`src/rtl/gpio_trig_pkg.sv`:
```
package gpio_trig_pkg;
    localparam int NLINES = 16;
    localparam int ADDR_W = 6;

    localparam logic [ADDR_W-1:0] OFS_DIR    = 6'h00;
    localparam logic [ADDR_W-1:0] OFS_SEL    = 6'h04;
    localparam logic [ADDR_W-1:0] OFS_POL    = 6'h08;
    localparam logic [ADDR_W-1:0] OFS_RISE   = 6'h0C;
    localparam logic [ADDR_W-1:0] OFS_FALL   = 6'h10;
    localparam logic [ADDR_W-1:0] OFS_DIN    = 6'h14;
    localparam logic [ADDR_W-1:0] OFS_OSET   = 6'h18;
    localparam logic [ADDR_W-1:0] OFS_OCLR   = 6'h1C;
    localparam logic [ADDR_W-1:0] OFS_OUT    = 6'h20;
    localparam logic [ADDR_W-1:0] OFS_MASK   = 6'h28;
    localparam logic [ADDR_W-1:0] OFS_EN     = 6'h2C;
    localparam logic [ADDR_W-1:0] OFS_STAT   = 6'h30;
    localparam logic [ADDR_W-1:0] OFS_ICLR   = 6'h34;
endpackage

```
`src/rtl/gpio_trig_sync.sv`:
```
module gpio_trig_sync #(
    parameter int W = 16
) (
    input  logic         clk,
    input  logic         rst_n,
    input  logic [W-1:0] pin_raw,
    output logic [W-1:0] level,
    output logic [W-1:0] level_prev
);
    logic [W-1:0] meta_q;
    logic [W-1:0] sync_q;
    logic [W-1:0] prev_q;

    always_ff @(posedge clk or negedge rst_n) begin
        if (!rst_n) begin
            meta_q <= '0;
            sync_q <= '0;
            prev_q <= '0;
        end else begin
            meta_q <= pin_raw;
            sync_q <= meta_q;
            prev_q <= sync_q;
        end
    end

    assign level      = sync_q;
    assign level_prev = prev_q;
endmodule

```
`src/rtl/gpio_trig_detect.sv`:
```
module gpio_trig_detect #(
    parameter int W = 16
) (
    input  logic [W-1:0] level,
    input  logic [W-1:0] level_prev,
    input  logic [W-1:0] lvl_sel,
    input  logic [W-1:0] lvl_pol,
    input  logic [W-1:0] rise_en,
    input  logic [W-1:0] fall_en,
    output logic [W-1:0] evt
);
    for (genvar i = 0; i < W; i++) begin : g_line
        logic went_up;
        logic went_down;
        logic lvl_hit;
        logic edge_hit;

        always_comb begin
            went_up  = level[i] & ~level_prev[i];
            went_down = ~level[i] & level_prev[i];
            lvl_hit  = (level[i] == lvl_pol[i]);
            edge_hit = (rise_en[i] & went_up) | (fall_en[i] & went_down);
            evt[i]   = lvl_sel[i] ? lvl_hit : edge_hit;
        end
    end
endmodule

```
`src/rtl/gpio_trig_pend.sv`:
```
module gpio_trig_pend #(
    parameter int W = 16
) (
    input  logic         clk,
    input  logic         rst_n,
    input  logic [W-1:0] evt,
    input  logic [W-1:0] clr,
    output logic [W-1:0] pend
);
    logic [W-1:0] pend_q;

    always_ff @(posedge clk or negedge rst_n) begin
        if (!rst_n) begin
            pend_q <= '0;
        end else begin
            pend_q <= (pend_q & ~clr) | evt;
        end
    end

    assign pend = pend_q;
endmodule

```
`src/rtl/gpio_trig_ctrl.sv`:
```
module gpio_trig_ctrl
    import gpio_trig_pkg::*;
#(
    parameter int NL = NLINES,
    parameter int AW = ADDR_W
) (
    input  logic          clk,
    input  logic          rst_n,
    input  logic [AW-1:0] reg_addr,
    input  logic          reg_we,
    input  logic [NL-1:0] reg_wdata,
    output logic [NL-1:0] reg_rdata,
    input  logic [NL-1:0] pin_in,
    output logic [NL-1:0] pin_out,
    output logic [NL-1:0] pin_oe,
    output logic          irq
);
    localparam logic [NL-1:0] ALL_ONES = {NL{1'b1}};

    logic [NL-1:0] dir_q, sel_q, pol_q, rise_q, fall_q, out_q, mask_q, en_q;
    logic [NL-1:0] lvl_w, lvl_prev_w, evt_w, pend_q, clr_w, stat_w;

    gpio_trig_sync #(.W(NL)) sync_i (
        .clk        (clk),
        .rst_n      (rst_n),
        .pin_raw    (pin_in),
        .level      (lvl_w),
        .level_prev (lvl_prev_w)
    );

    gpio_trig_detect #(.W(NL)) detect_i (
        .level      (lvl_w),
        .level_prev (lvl_prev_w),
        .lvl_sel    (sel_q),
        .lvl_pol    (pol_q),
        .rise_en    (rise_q),
        .fall_en    (fall_q),
        .evt        (evt_w)
    );

    assign clr_w = (reg_we && reg_addr == OFS_ICLR) ? reg_wdata : '0;

    gpio_trig_pend #(.W(NL)) pend_i (
        .clk   (clk),
        .rst_n (rst_n),
        .evt   (evt_w),
        .clr   (clr_w),
        .pend  (pend_q)
    );

    always_ff @(posedge clk or negedge rst_n) begin
        if (!rst_n) begin
            dir_q  <= '0;
            sel_q  <= '0;
            pol_q  <= '0;
            rise_q <= '0;
            fall_q <= '0;
            out_q  <= '0;
            mask_q <= ALL_ONES;
            en_q   <= '0;
        end else if (reg_we) begin
            case (reg_addr)
                OFS_DIR:  dir_q  <= reg_wdata;
                OFS_SEL:  sel_q  <= reg_wdata;
                OFS_POL:  pol_q  <= reg_wdata;
                OFS_RISE: rise_q <= reg_wdata;
                OFS_FALL: fall_q <= reg_wdata;
                OFS_OSET: out_q  <= out_q | reg_wdata;
                OFS_OCLR: out_q  <= out_q & ~reg_wdata;
                OFS_OUT:  out_q  <= reg_wdata;
                OFS_MASK: mask_q <= reg_wdata;
                OFS_EN:   en_q   <= reg_wdata;
                default:  ;
            endcase
        end
    end

    assign stat_w = pend_q & ~mask_q & en_q;

    always_comb begin
        case (reg_addr)
            OFS_DIR:  reg_rdata = dir_q;
            OFS_SEL:  reg_rdata = sel_q;
            OFS_POL:  reg_rdata = pol_q;
            OFS_RISE: reg_rdata = rise_q;
            OFS_FALL: reg_rdata = fall_q;
            OFS_DIN:  reg_rdata = lvl_w;
            OFS_OUT:  reg_rdata = out_q;
            OFS_MASK: reg_rdata = mask_q;
            OFS_EN:   reg_rdata = en_q;
            OFS_STAT: reg_rdata = stat_w;
            default:  reg_rdata = '0;
        endcase
    end

    assign pin_out = out_q;
    assign pin_oe  = dir_q;
    assign irq     = |stat_w;
endmodule

```
`config.mk`:
```
export PLATFORM = sky130hd
export DESIGN_NAME = gpio_trig_ctrl
export DESIGN_NICKNAME = d
export VERILOG_FILES = /design/src/rtl/gpio_trig_pkg.sv /design/src/rtl/gpio_trig_sync.sv /design/src/rtl/gpio_trig_detect.sv /design/src/rtl/gpio_trig_pend.sv /design/src/rtl/gpio_trig_ctrl.sv
export SDC_FILE = /design/constraint.sdc
export NUM_CORES = 1
export LEC_CHECK = 0
export ABC_AREA = 1
export BUFFER_PORTS_ARGS = -buffer_cell sky130_fd_sc_hd__buf_4
export CORE_MARGIN = 1
export CORE_UTILIZATION = 51
export DETAILED_ROUTE_END_ITERATION = 7
export PLACE_DENSITY = 0.79
export REMOVE_ABC_BUFFERS = 1
export SYNTH_ARGS = -nofsm -noshare
export SYNTH_HDL_FRONTEND = slang
export SYNTH_SLANG_ARGS = --single-unit
```
`constraint.sdc`:
```
create_clock -name clk -period 1.2 [get_ports clk]
set_clock_uncertainty 0.05 [all_clocks]
set_input_delay 0.12 -clock clk [delete_from_list [all_inputs] [get_ports clk]]
set_output_delay 0.12 -clock clk [all_outputs]
set_load 0.005 [all_outputs]
```
==> out/metrics.cfg <==
[sta]
max-slew-margin-rel_pct=75.60
min_period_over_period_pct=160.7
post_layout_worst_setup_margin_ns=-0.7283
rsz_0062_raised_after_global_routing=yes
setup_viol_count_final=17
setup_total_negative_slack_ns=-8.549
hold_viol=0
max_clock_freq_ghz=0.5186
max_slew_violation_count=0
tightest_slew_ns=0.3660
min_cycle_time_layout_ns=1.928

[pwr]
static-leakage-power_nw=5.596
power_density_nw_per_um2=1368
ir_worst_vdd_mv=1.472

[synth]
post_synthesis_mux_area_share_pct=0
ys.flop_type=dfrtp_1
synth_compound_gate_area_share_pct=11.04
synth_xor_area_share_pct=1.373
post-synth-top-area-cell=dfrtp_1
post_synth_edffs=0
synth_most_common_cell=nand2_1
combinational_family_with_the_most_area_after_synthesis=simple AND/OR/NAND/NOR gates
synth-seq-area-share_pct=54.01
synth.avg_cell_area_sq_um=8.459
post_synth_most_frequent_cells=nand2_1, dfrtp_1, nand3_1
ys_seq_elements=192
syn-instance-count=1056
netlist_area_sq_um=8932
synth.distinct_cells=27
ys_warn_count=0
post_synth_and_or_nand_nor_area_fraction_pct=28.13
yosys.area.top_type_share_pct=49.31
synth-adder-area-share_pct=0
synth.top_cells.by_area=dfrtp_1, nand2_1, nand3_1
postSynth.asyncResetShare_pct=100.0

[route]
wire_per_inst_um=17.64
drc=0
via_count=8464
postRouteAntennaNets=0
per_cell_via_count_in_the_routed_design=5.662
routed_wl_um=26380
dr.pass1.iters=6
first_iter_violations=916

[final_layout]
insertedDiodeCount=0
final.fill_count=1356
post_route_cells_drive_above_1_share_pct=23.62
layout.nets=1298
fin_cells=1495
areaGrowthSynthToFinish_pct=30.10

[die]
design.core.area_sq_um=17180
floorplan.initialDensity_pct=52.00
fp-row-count=48
die_area_sq_um=18050
die_boundary_height_um=134.3
pin_count=90
die_width_um=134.3

[clocking]
worst_setup_hold_path_clk_slew_ns=0.07
clock_sinks=192
insertion_delay_ns=0.44
cts_buffer_depth=2
cts_setup_buffers=0
cts_made_buffers=17
root_buffer=clkbuf_16
tritoncts=built
cts-htree-levels=4

[placement]
dpl.cell_count=1430
hpwl_after_detailed_placement_um=18480
gpl.final_weighted_congestion=0.9302
place_worst_setup_slack_ns=-0.3538
placement.io_buffers=89

[critical_path]
worstSetupPathType=reg2out
crit_path_cell_trace=nand3b_1 -> nand3_1 -> nor2_1 -> nand3_1 -> buf_4
cp.buffers_inverters=1
critPathMaxFanout=2
critPathMaxStageDelay_ns=0.53
endpoint_kind=output pin
timing.critical_path.required_ns=1.03
cp_slowest_cell=dfstp_2
worstSetupStartpointType=flip-flop
worstPathArrival_ns=1.76
timing.critical_path.max_delay_family=simple AND/OR/NAND/NOR gates
critPathMostFrequentCell=nand3_1

[global_routing]
via_count_of_the_first_global_routing_pass=7913
grtUsageTotal_pct=30.45
antenna_violations_before_repair=0
grt_start_max_net_pins=37
grt_pass1_wl_um=41700
grt_overflow_total=0

[outcome]
run_status=complete, but fails checks
failed_checks=negative setup slack

[run]
maxCapViolations=0

[worst_hold_path]
min-delay-path-class=in2reg

-- worst register-to-register path, stage by stage, from the launching register on --
cell	delay (ns)
dfrtp_1	0.41
inv_1	0.09
o21ai_0	0.16
a21oi_1	0.06
nor2_1	0.14
nand2_1	0.08
-- logic make-up (layout without fill, tap and decap cells) --
logic type / after synthesis / count (layout)
simple gates: 553 / 553
flops: 192 / 192
compound gates: 186 / 186
buf+inv: 111 / 325
xor+xnor: 14 / 14
-- cell type report --
cell class | count | area [sq um] | area share, %
inverter | 58 | 219.0 | 1.884
tap | 225 | 281.5 | 2.422
sequential | 192 | 4825 | 41.52
timing repair buffer | 235 | 2003 | 17.24
multi-input combinational | 753 | 3719 | 32.00
clock buffer | 19 | 442.9 | 3.811
clock inverter | 13 | 131.4 | 1.130
-- per-stage QoR --
stage / power, W / cell area (sq um) / hold slack, ns / utilization (%)
final: 0.01589 / 11620 / 0.04011 / 67.66
after global routing: 0.01649 / 11620 / 0.01837 / 67.66
after CTS: 0.01585 / 11530 / 0.01480 / 67.12
after detailed placement: 0.01023 / 10580 / 0.02366 / 61.60
after global placement: 0.01012 / 10580 / 0.03122 / 61.60
after floorplan: 0.008819 / 8665 / -0.2256 / -
-- layout by cell type (no fill, tap or decap), types with 12 or more instances in the layout --
cell type      netlist  final
xnor2_1             14     14
o21ai_1             61     67
dfstp_2             16     16
dfrtp_1            176    176
nor2_4               8     12
dlygate4sd3_1        0     33
inv_1               54     54
o21ai_0             77     69
nand3_1            126    123
nand2_1            291    287
nor2_1              64     48
nand4_1             41     41
a211o_1             14     14
a21oi_1             33     33
nor2_2               2     14
clkbuf_16            0     17
buf_4                4    182
-- report_power, final --
part           internal (W)  switching, W
logic               0.00124       0.00123
registers           0.00722      0.000653
clock network       0.00296       0.00259
total                0.0114       0.00448
-- layer usage --
metal / GRT usage [%] / share of wire (%) / vias to the layer above
met3: 5.745 / 8.3 / 62
met1: 40.42 / 41 / 4043
met2: 48.70 / 48 / 415
li1: - / - / 3944
met5: 0 / 0 / -
met4: 13.67 / 3.2 / 0
-- final timing paths --
kind | from | to | slack (ns) | depth (start not counted)
max | mask_q[6]$_DFFE_PN1P_ | irq | -0.73 | 5
min | reg_we | pin_out[1]$_DFFE_PN0P_ | 0.04 | 3
max reg2reg | sync_i.level[2]$_DFF_PN0_ | pend_i.pend[2]$_DFF_PN0_ | 0.10 | 5
min reg2reg | sync_i.meta_q[9]$_DFF_PN0_ | sync_i.level[9]$_DFF_PN0_ | 0.30 | 0
max in group asynchronous | rst_n | mask_q[13]$_DFFE_PN1P_ | 0.40 | 3
min in group asynchronous | rst_n | pol_q[3]$_DFFE_PN0P_ | 0.12 | 2
-- repair_timing --
action,CTS,global route
gates resized for setup,19,29
pin swaps,20,20
endpoints found under the setup margin,17,25
hold endpoints to repair,215,0
hold buffers,33,0
Power figures use the tool's default switching activity.
